[config.mk]
export PLATFORM = sky130hd
export DESIGN_NAME = frac_clk_en
export DESIGN_NICKNAME = d
export VERILOG_FILES = /design/src/rtl/fce_pkg.sv /design/src/rtl/fce_regs.sv /design/src/rtl/fce_commit_fsm.sv /design/src/rtl/fce_rate_gen.sv /design/src/rtl/frac_clk_en.sv
export SDC_FILE = /design/constraint.sdc
export NUM_CORES = 1
export LEC_CHECK = 0
export CAP_MARGIN = 20
export CORE_MARGIN = 2
export CORE_UTILIZATION = 35
export CTS_CLUSTER_DIAMETER = 80
export DETAILED_ROUTE_END_ITERATION = 8
export PLACE_DENSITY = 0.64
export REMOVE_ABC_BUFFERS = 1
export SLEW_MARGIN = 20
export SYNTH_ARGS = -nofsm -noshare
export SYNTH_HDL_FRONTEND = slang
export SYNTH_HIERARCHICAL = 1
export SYNTH_SLANG_ARGS = --single-unit
[constraint.sdc]
create_clock -name clk -period 4.4 [get_ports clk]
set_input_delay 1.32 -clock clk [delete_from_list [all_inputs] [get_ports clk]]
set_output_delay 1.32 -clock clk [all_outputs]
set_load 0.01 [all_outputs]
[src/rtl/fce_pkg.sv]
package fce_pkg;
    localparam int FCE_DATA_W    = 32;
    localparam int FCE_FIELD_W   = 5;
    localparam int FCE_FIELD_LSB = 8;
    localparam int FCE_KICK_BIT  = 31;

    typedef enum logic [0:0] {
        CS_IDLE    = 1'b0,
        CS_PENDING = 1'b1
    } commit_state_e;
endpackage

[src/rtl/fce_regs.sv]
module fce_regs
    import fce_pkg::*;
#(
    parameter int DATA_W    = FCE_DATA_W,
    parameter int FIELD_W   = FCE_FIELD_W,
    parameter int FIELD_LSB = FCE_FIELD_LSB,
    parameter int KICK_BIT  = FCE_KICK_BIT
) (
    input  logic               clk,
    input  logic               rst_n,
    input  logic               sel,
    input  logic               wr,
    input  logic [DATA_W-1:0]  wdata,
    input  logic               busy,
    output logic [DATA_W-1:0]  rdata,
    output logic [FIELD_W-1:0] field,
    output logic               kick_req
);
    localparam logic [DATA_W-1:0] FIELD_MASK =
        DATA_W'(((64'd1 << FIELD_W) - 64'd1) << FIELD_LSB);
    localparam logic [DATA_W-1:0] KICK_MASK = DATA_W'(64'd1 << KICK_BIT);

    logic [DATA_W-1:0] freq_q;
    logic [DATA_W-1:0] kick_store_q;

    // Frequency register: the ratio field is locked while an update is pending.
    always_ff @(posedge clk) begin
        if (!rst_n) begin
            freq_q <= '0;
        end else if (wr && !sel) begin
            if (busy)
                freq_q <= (freq_q & FIELD_MASK) | (wdata & ~FIELD_MASK);
            else
                freq_q <= wdata;
        end
    end

    // Kick register: the request bit lives in the controller, the rest is storage.
    always_ff @(posedge clk) begin
        if (!rst_n)
            kick_store_q <= '0;
        else if (wr && sel)
            kick_store_q <= wdata & ~KICK_MASK;
    end

    always_comb begin
        kick_req = wr && sel && wdata[KICK_BIT];
        field    = freq_q[FIELD_LSB +: FIELD_W];
        if (sel)
            rdata = kick_store_q | (busy ? KICK_MASK : '0);
        else
            rdata = freq_q;
    end
endmodule

[src/rtl/fce_commit_fsm.sv]
module fce_commit_fsm
    import fce_pkg::*;
(
    input  logic clk,
    input  logic rst_n,
    input  logic kick_req,
    input  logic frame_last,
    output logic busy,
    output logic commit
);
    commit_state_e state_q, state_d;

    always_ff @(posedge clk) begin
        if (!rst_n)
            state_q <= CS_IDLE;
        else
            state_q <= state_d;
    end

    always_comb begin
        state_d = state_q;
        unique case (state_q)
            CS_IDLE:    if (kick_req)   state_d = CS_PENDING;
            CS_PENDING: if (frame_last) state_d = CS_IDLE;
        endcase
    end

    always_comb begin
        busy   = (state_q == CS_PENDING);
        commit = (state_q == CS_PENDING) && frame_last;
    end
endmodule

[src/rtl/fce_rate_gen.sv]
module fce_rate_gen #(
    parameter int FIELD_W = 5
) (
    input  logic             clk,
    input  logic             rst_n,
    input  logic             commit,
    input  logic [FIELD_W:0] new_mult,
    output logic             frame_last,
    output logic             clk_en
);
    localparam logic [FIELD_W:0] FRAME_LEN = (FIELD_W+1)'(1 << FIELD_W);

    logic [FIELD_W-1:0] cnt_q;
    logic [FIELD_W-1:0] acc_q;
    logic [FIELD_W:0]   mult_q;
    logic [FIELD_W:0]   sum;
    logic               fire;

    always_comb begin
        sum        = {1'b0, acc_q} + mult_q;
        fire       = sum[FIELD_W];
        frame_last = &cnt_q;
    end

    always_ff @(posedge clk) begin
        if (!rst_n) begin
            cnt_q  <= '0;
            acc_q  <= '0;
            mult_q <= FRAME_LEN;
            clk_en <= 1'b0;
        end else begin
            cnt_q  <= cnt_q + 1'b1;
            acc_q  <= sum[FIELD_W-1:0];
            clk_en <= fire;
            if (commit)
                mult_q <= new_mult;
        end
    end
endmodule

[src/rtl/frac_clk_en.sv]
module frac_clk_en
    import fce_pkg::*;
#(
    parameter int DATA_W    = FCE_DATA_W,
    parameter int FIELD_W   = FCE_FIELD_W,
    parameter int FIELD_LSB = FCE_FIELD_LSB,
    parameter int KICK_BIT  = FCE_KICK_BIT
) (
    input  logic              clk,
    input  logic              rst_n,
    input  logic              reg_sel,
    input  logic              reg_wr,
    input  logic [DATA_W-1:0] reg_wdata,
    output logic [DATA_W-1:0] reg_rdata,
    output logic              clk_en_o
);
    localparam logic [FIELD_W:0] FRAME_LEN = (FIELD_W+1)'(1 << FIELD_W);

    logic [FIELD_W-1:0] field;
    logic [FIELD_W:0]   new_mult;
    logic               kick_req;
    logic               busy;
    logic               commit;
    logic               frame_last;

    fce_regs #(
        .DATA_W(DATA_W), .FIELD_W(FIELD_W),
        .FIELD_LSB(FIELD_LSB), .KICK_BIT(KICK_BIT)
    ) u_regs (
        .clk(clk), .rst_n(rst_n), .sel(reg_sel), .wr(reg_wr),
        .wdata(reg_wdata), .busy(busy), .rdata(reg_rdata),
        .field(field), .kick_req(kick_req)
    );

    fce_commit_fsm u_fsm (
        .clk(clk), .rst_n(rst_n), .kick_req(kick_req),
        .frame_last(frame_last), .busy(busy), .commit(commit)
    );

    // Inverted encoding: the stored field is 32 - mult; zero wraps to 32.
    assign new_mult = FRAME_LEN - {1'b0, field};

    fce_rate_gen #(.FIELD_W(FIELD_W)) u_rate (
        .clk(clk), .rst_n(rst_n), .commit(commit), .new_mult(new_mult),
        .frame_last(frame_last), .clk_en(clk_en_o)
    );
endmodule

-- Yosys cells after proc, flatten, opt, wreduce, memory -nomap -nowiden
Cells that the tools add are included.
- flip-flop bits (word level): 81
- output and inout port bits: 33
- word-level logic and storage cells: 25
- add/subtract/negate cells: 3
- mux-type cells: 6
- bitwise logic cells: 3
- reductions and logical operators: 6
- operators by type and width (cell ; count):
    two-way mux 32 bit ; 3
    bitwise OR 13 x 32 -> 32 bit ; 1
    bitwise OR 31 x 32 -> 32 bit ; 1
    adder 5 x 6 -> 6 bit ; 1
    subtractor 6 x 5 -> 6 bit (first input constant) ; 1
    adder 5 x 1 -> 5 bit (second input constant) ; 1
    AND reduction 5 bit ; 1
    logical AND 1 bit ; 4
    two-way mux 1 bit ; 2
    one-hot mux 1 bit (2 select lines) ; 1
    zero test 1 bit ; 1
    inverter 1 bit ; 1

-- Longest topological paths before layout
- depth after elaboration: 4
- mapped depth: 7

-- Cells and area by module
Netlist, hierarchy kept.
- modules (own cells, without submodules) (module ; times used ; cells an instance ; area an instance (µm²) ; seq. area each (µm²)):
    fce_regs ; 1 ; 319 ; 2792.7 ; 1261.2
    fce_rate_gen ; 1 ; 73 ; 788.3 ; 340.3
    frac_clk_en ; 1 ; 9 ; 81.3 ; 0.0
    fce_commit_fsm ; 1 ; 5 ; 58.8 ; 20.0

-- Worst setup path before layout
No wires, ideal clock.
- kind: in2out
- start point: in reg_sel
- end point: out reg_rdata[10]
- data arrival time: 2036 ps
- setup slack: 1044 ps
- stages: 3
- cells stage by stage: buf_4 > buf_2 > mux2_2
- longest elaborated chain between the ends: 1
- RTL lines (element ; line ; source):
    start, declared ; frac_clk_en.sv:11 ; input logic reg_sel,
    two-way mux 32 bit ; fce_regs.sv:49 ; if (sel)
    end, declared ; frac_clk_en.sv:14 ; output logic [DATA_W-1:0] reg_rdata,
Every way passes these cells.

-- Worst setup path after layout
- start point: in reg_sel
- end point: out reg_rdata[23]
The elaborated chain is that of the path after synthesis.

==> impl_metrics.json <==
{
  "fmax_ghz": 0.255,
  "grt_pass1_vias": 2895,
  "drtIter0Drc": 117,
  "post_synth.cell_area_avg_um2": 9.17,
  "critPathCaptureType": "primary output",
  "cts_made_buffers": 9,
  "place_congestion": 0.744,
  "vias": 2861,
  "period_minus_slack_ns": 3.92,
  "synth_top_area_share_pct": 43.6,
  "synth_area_um2": 3720,
  "status": "finished clean",
  "synthArstFlopShare_pct": 0,
  "synth-edff-count": 0,
  "p_leak_uw": 0.00180,
  "dp_hpwl_um": 5580,
  "drcViolationCount": 0,
  "vias_per_cell": 4.76,
  "cts_hold_buf": 0,
  "ant_nets": 0,
  "met1Wirelength_um": 3640,
  "relSlewSlack_pct": 51.5,
  "final_common_cell": "nand2_1",
  "cts.repair.resized": 0,
  "synthCells": 406,
  "ys.flop_type": "dfxtp_1",
  "wl_met3_um": 304,
  "dieArea_um2": 11500,
  "worstPathMaxFanout": 16,
  "routed-wl-met2_um": 4120,
  "cts-root-buf": "clkbuf_8",
  "rrSetupSlack_ns": 2.75,
  "port_buffers": 68,
  "tightest_slew_ns": 0.728,
  "timing.max_cap.violations": 0,
  "gr-total-overflow": 0,
  "yosysSeqAreaShare_pct": 43.6,
  "vdd_drop_max_mv": 0.137,
  "setup_tns_ns": 0,
  "rsz0062_at_grt": "false",
  "clkSinkCount": 81,
  "setup_viol": 0,
  "p_per_area_nw_per_um2": 332,
  "die-height_um": 107,
  "nNetsFinal": 505,
  "top_layer_used": "met4",
  "min_period_over_period_pct": 89.0,
  "htreeDepth": 3,
  "yosysTopAreaCell": "dfxtp_1",
  "grt_start_max_net_pins": 48,
  "mostFrequentLayoutCells": "124 x nand2_1, 81 x dfxtp_1, 66 x clkdlybuf4s50_1",
  "synth_area_leaders": "dfxtp_1 44%, nand2_1 13%, a21boi_1 10%",
  "antenna_found_initial": 0,
  "holdCritPathClass": "reg2reg",
  "skew_ns": 0.00550,
  "wl_per_cell_um": 13.6,
  "dr.pass1.iters": 4,
  "finalHoldViolCount": 0,
  "die_w_um": 107,
  "crit_required_ns": 3.08,
  "startpoint_type": "input pin",
  "ys_ff_latch": 81,
  "area_growth_pct": 24.5,
  "cts_tree": "built",
  "fp.coreArea_um2": 10300,
  "crit_type": "in2out",
  "drive_gt1_share_pct": 14.0,
  "postCtsSetupBuffers": 0,
  "row_count": 37,
  "drt_wl_total_um": 8150,
  "grt_pass1_wl_um": 13400,
  "critPathArrivalTime_ns": 2.60,
  "num_antenna_cells": 0,
  "pin_count": 69,
  "initial_core_util_pct": 36.0,
  "yosysWarnings": 6,
  "grt_usage_pct": 14.7,
  "yosysUniqueCellTypes": 41,
  "clk_latency_ns": 0.34,
  "clockBufferDepth": 2,
  "clkSlewWorstSetupHoldPaths_ns": 0.08,
  "slew_violations": 0,
  "holdWs_ns": 0.454
}
[worst max-delay path, cell delays in order]
cell             delay (ns)
buf_2                  0.24
buf_12                 0.20
mux2_2                 0.35
clkdlybuf4s50_1        0.48
[power breakdown]
part	total, uW	internal (uW)	switching (uW)
Clock	557	280	278
Combinational	199	110	88.4
Sequential	780	762	17.9
[state kept, by name (all words and copies together) (netlist names)]
signal and cells:
u_regs/freq_q 32, u_regs/kick_store_q 31, u_rate/mult_q 6, u_rate/acc_q 5
u_rate/cnt_q 5, u_fsm/busy 1, u_rate/clk_en 1
[routing by layer]
metal  GRT usage, %  vias to the layer above
met4           4.64                        0
met3           3.40                        7
li1               -                     1444
met1           17.3                     1358
met5              0                        -
met2           26.2                       52
[synth_stat cells (3+ instances only)]
cell type  number
a21boi_0        8
a21boi_1       50
and2_1          7
buf_2          12
buf_4           8
buf_6           6
clkbuf_1        6
dfxtp_1        81
ha_1            8
inv_1           3
mux2_2         32
mux2i_1         6
nand2_1       124
nand2b_1        3
nand3_1         6
nor2b_1         6
nor3b_2         3
o21ai_0         7
xnor2_1         4
[metrics by stage]
step / setup WS (ns) / total power (uW) / cell area, um^2 / util [%] / cells
after floorplan: 1.42 / 884 / 3510 / - / 374
after global placement: 0.469 / 995 / 4430 / 42.9 / 585
after detailed placement: 0.479 / 999 / 4430 / 42.9 / 585
after CTS: 0.465 / 1560 / 4630 / 44.9 / 601
after global routing: 0.403 / 1610 / 4630 / 44.9 / 601
final: 0.483 / 1540 / 4630 / 44.9 / 601
[path summary, 6_finish.rpt]
check	from	end	depth (start not counted)
worst max-delay path	reg_sel	reg_rdata[23]	4
worst min register to register	u_regs/kick_store_q[21]	u_regs/kick_store_q[21]	2
worst min-delay path	u_regs/kick_store_q[21]	u_regs/kick_store_q[21]	2
worst max register to register	u_rate/mult_q[0]	u_rate/acc_q[4]	5
[cell type report]
type / instances / area (um^2)
multi-input combinational: 290 / 1880
inverter: 3 / 11.3
sequential: 81 / 1620
tap: 136 / 170
clock inverter: 6 / 66.3
fill: 1016 / 5690
clock buffer: 10 / 138
timing repair buffer: 75 / 748
[cells by family (layout without fill, tap and decap cells)]
kind of cell / Yosys count / in the layout / share of synthesized area [%]
simple gates: 163 / 163 / 19.9
flops: 81 / 81 / 43.6
compound gates: 74 / 74 / 14.6
mux: 38 / 38 / 11.3
buf+inv: 35 / 94 / 5.95
fa+ha+maj: 9 / 9 / 3.23
xor+xnor: 6 / 6 / 1.41
(Power assumes the default switching activity.)
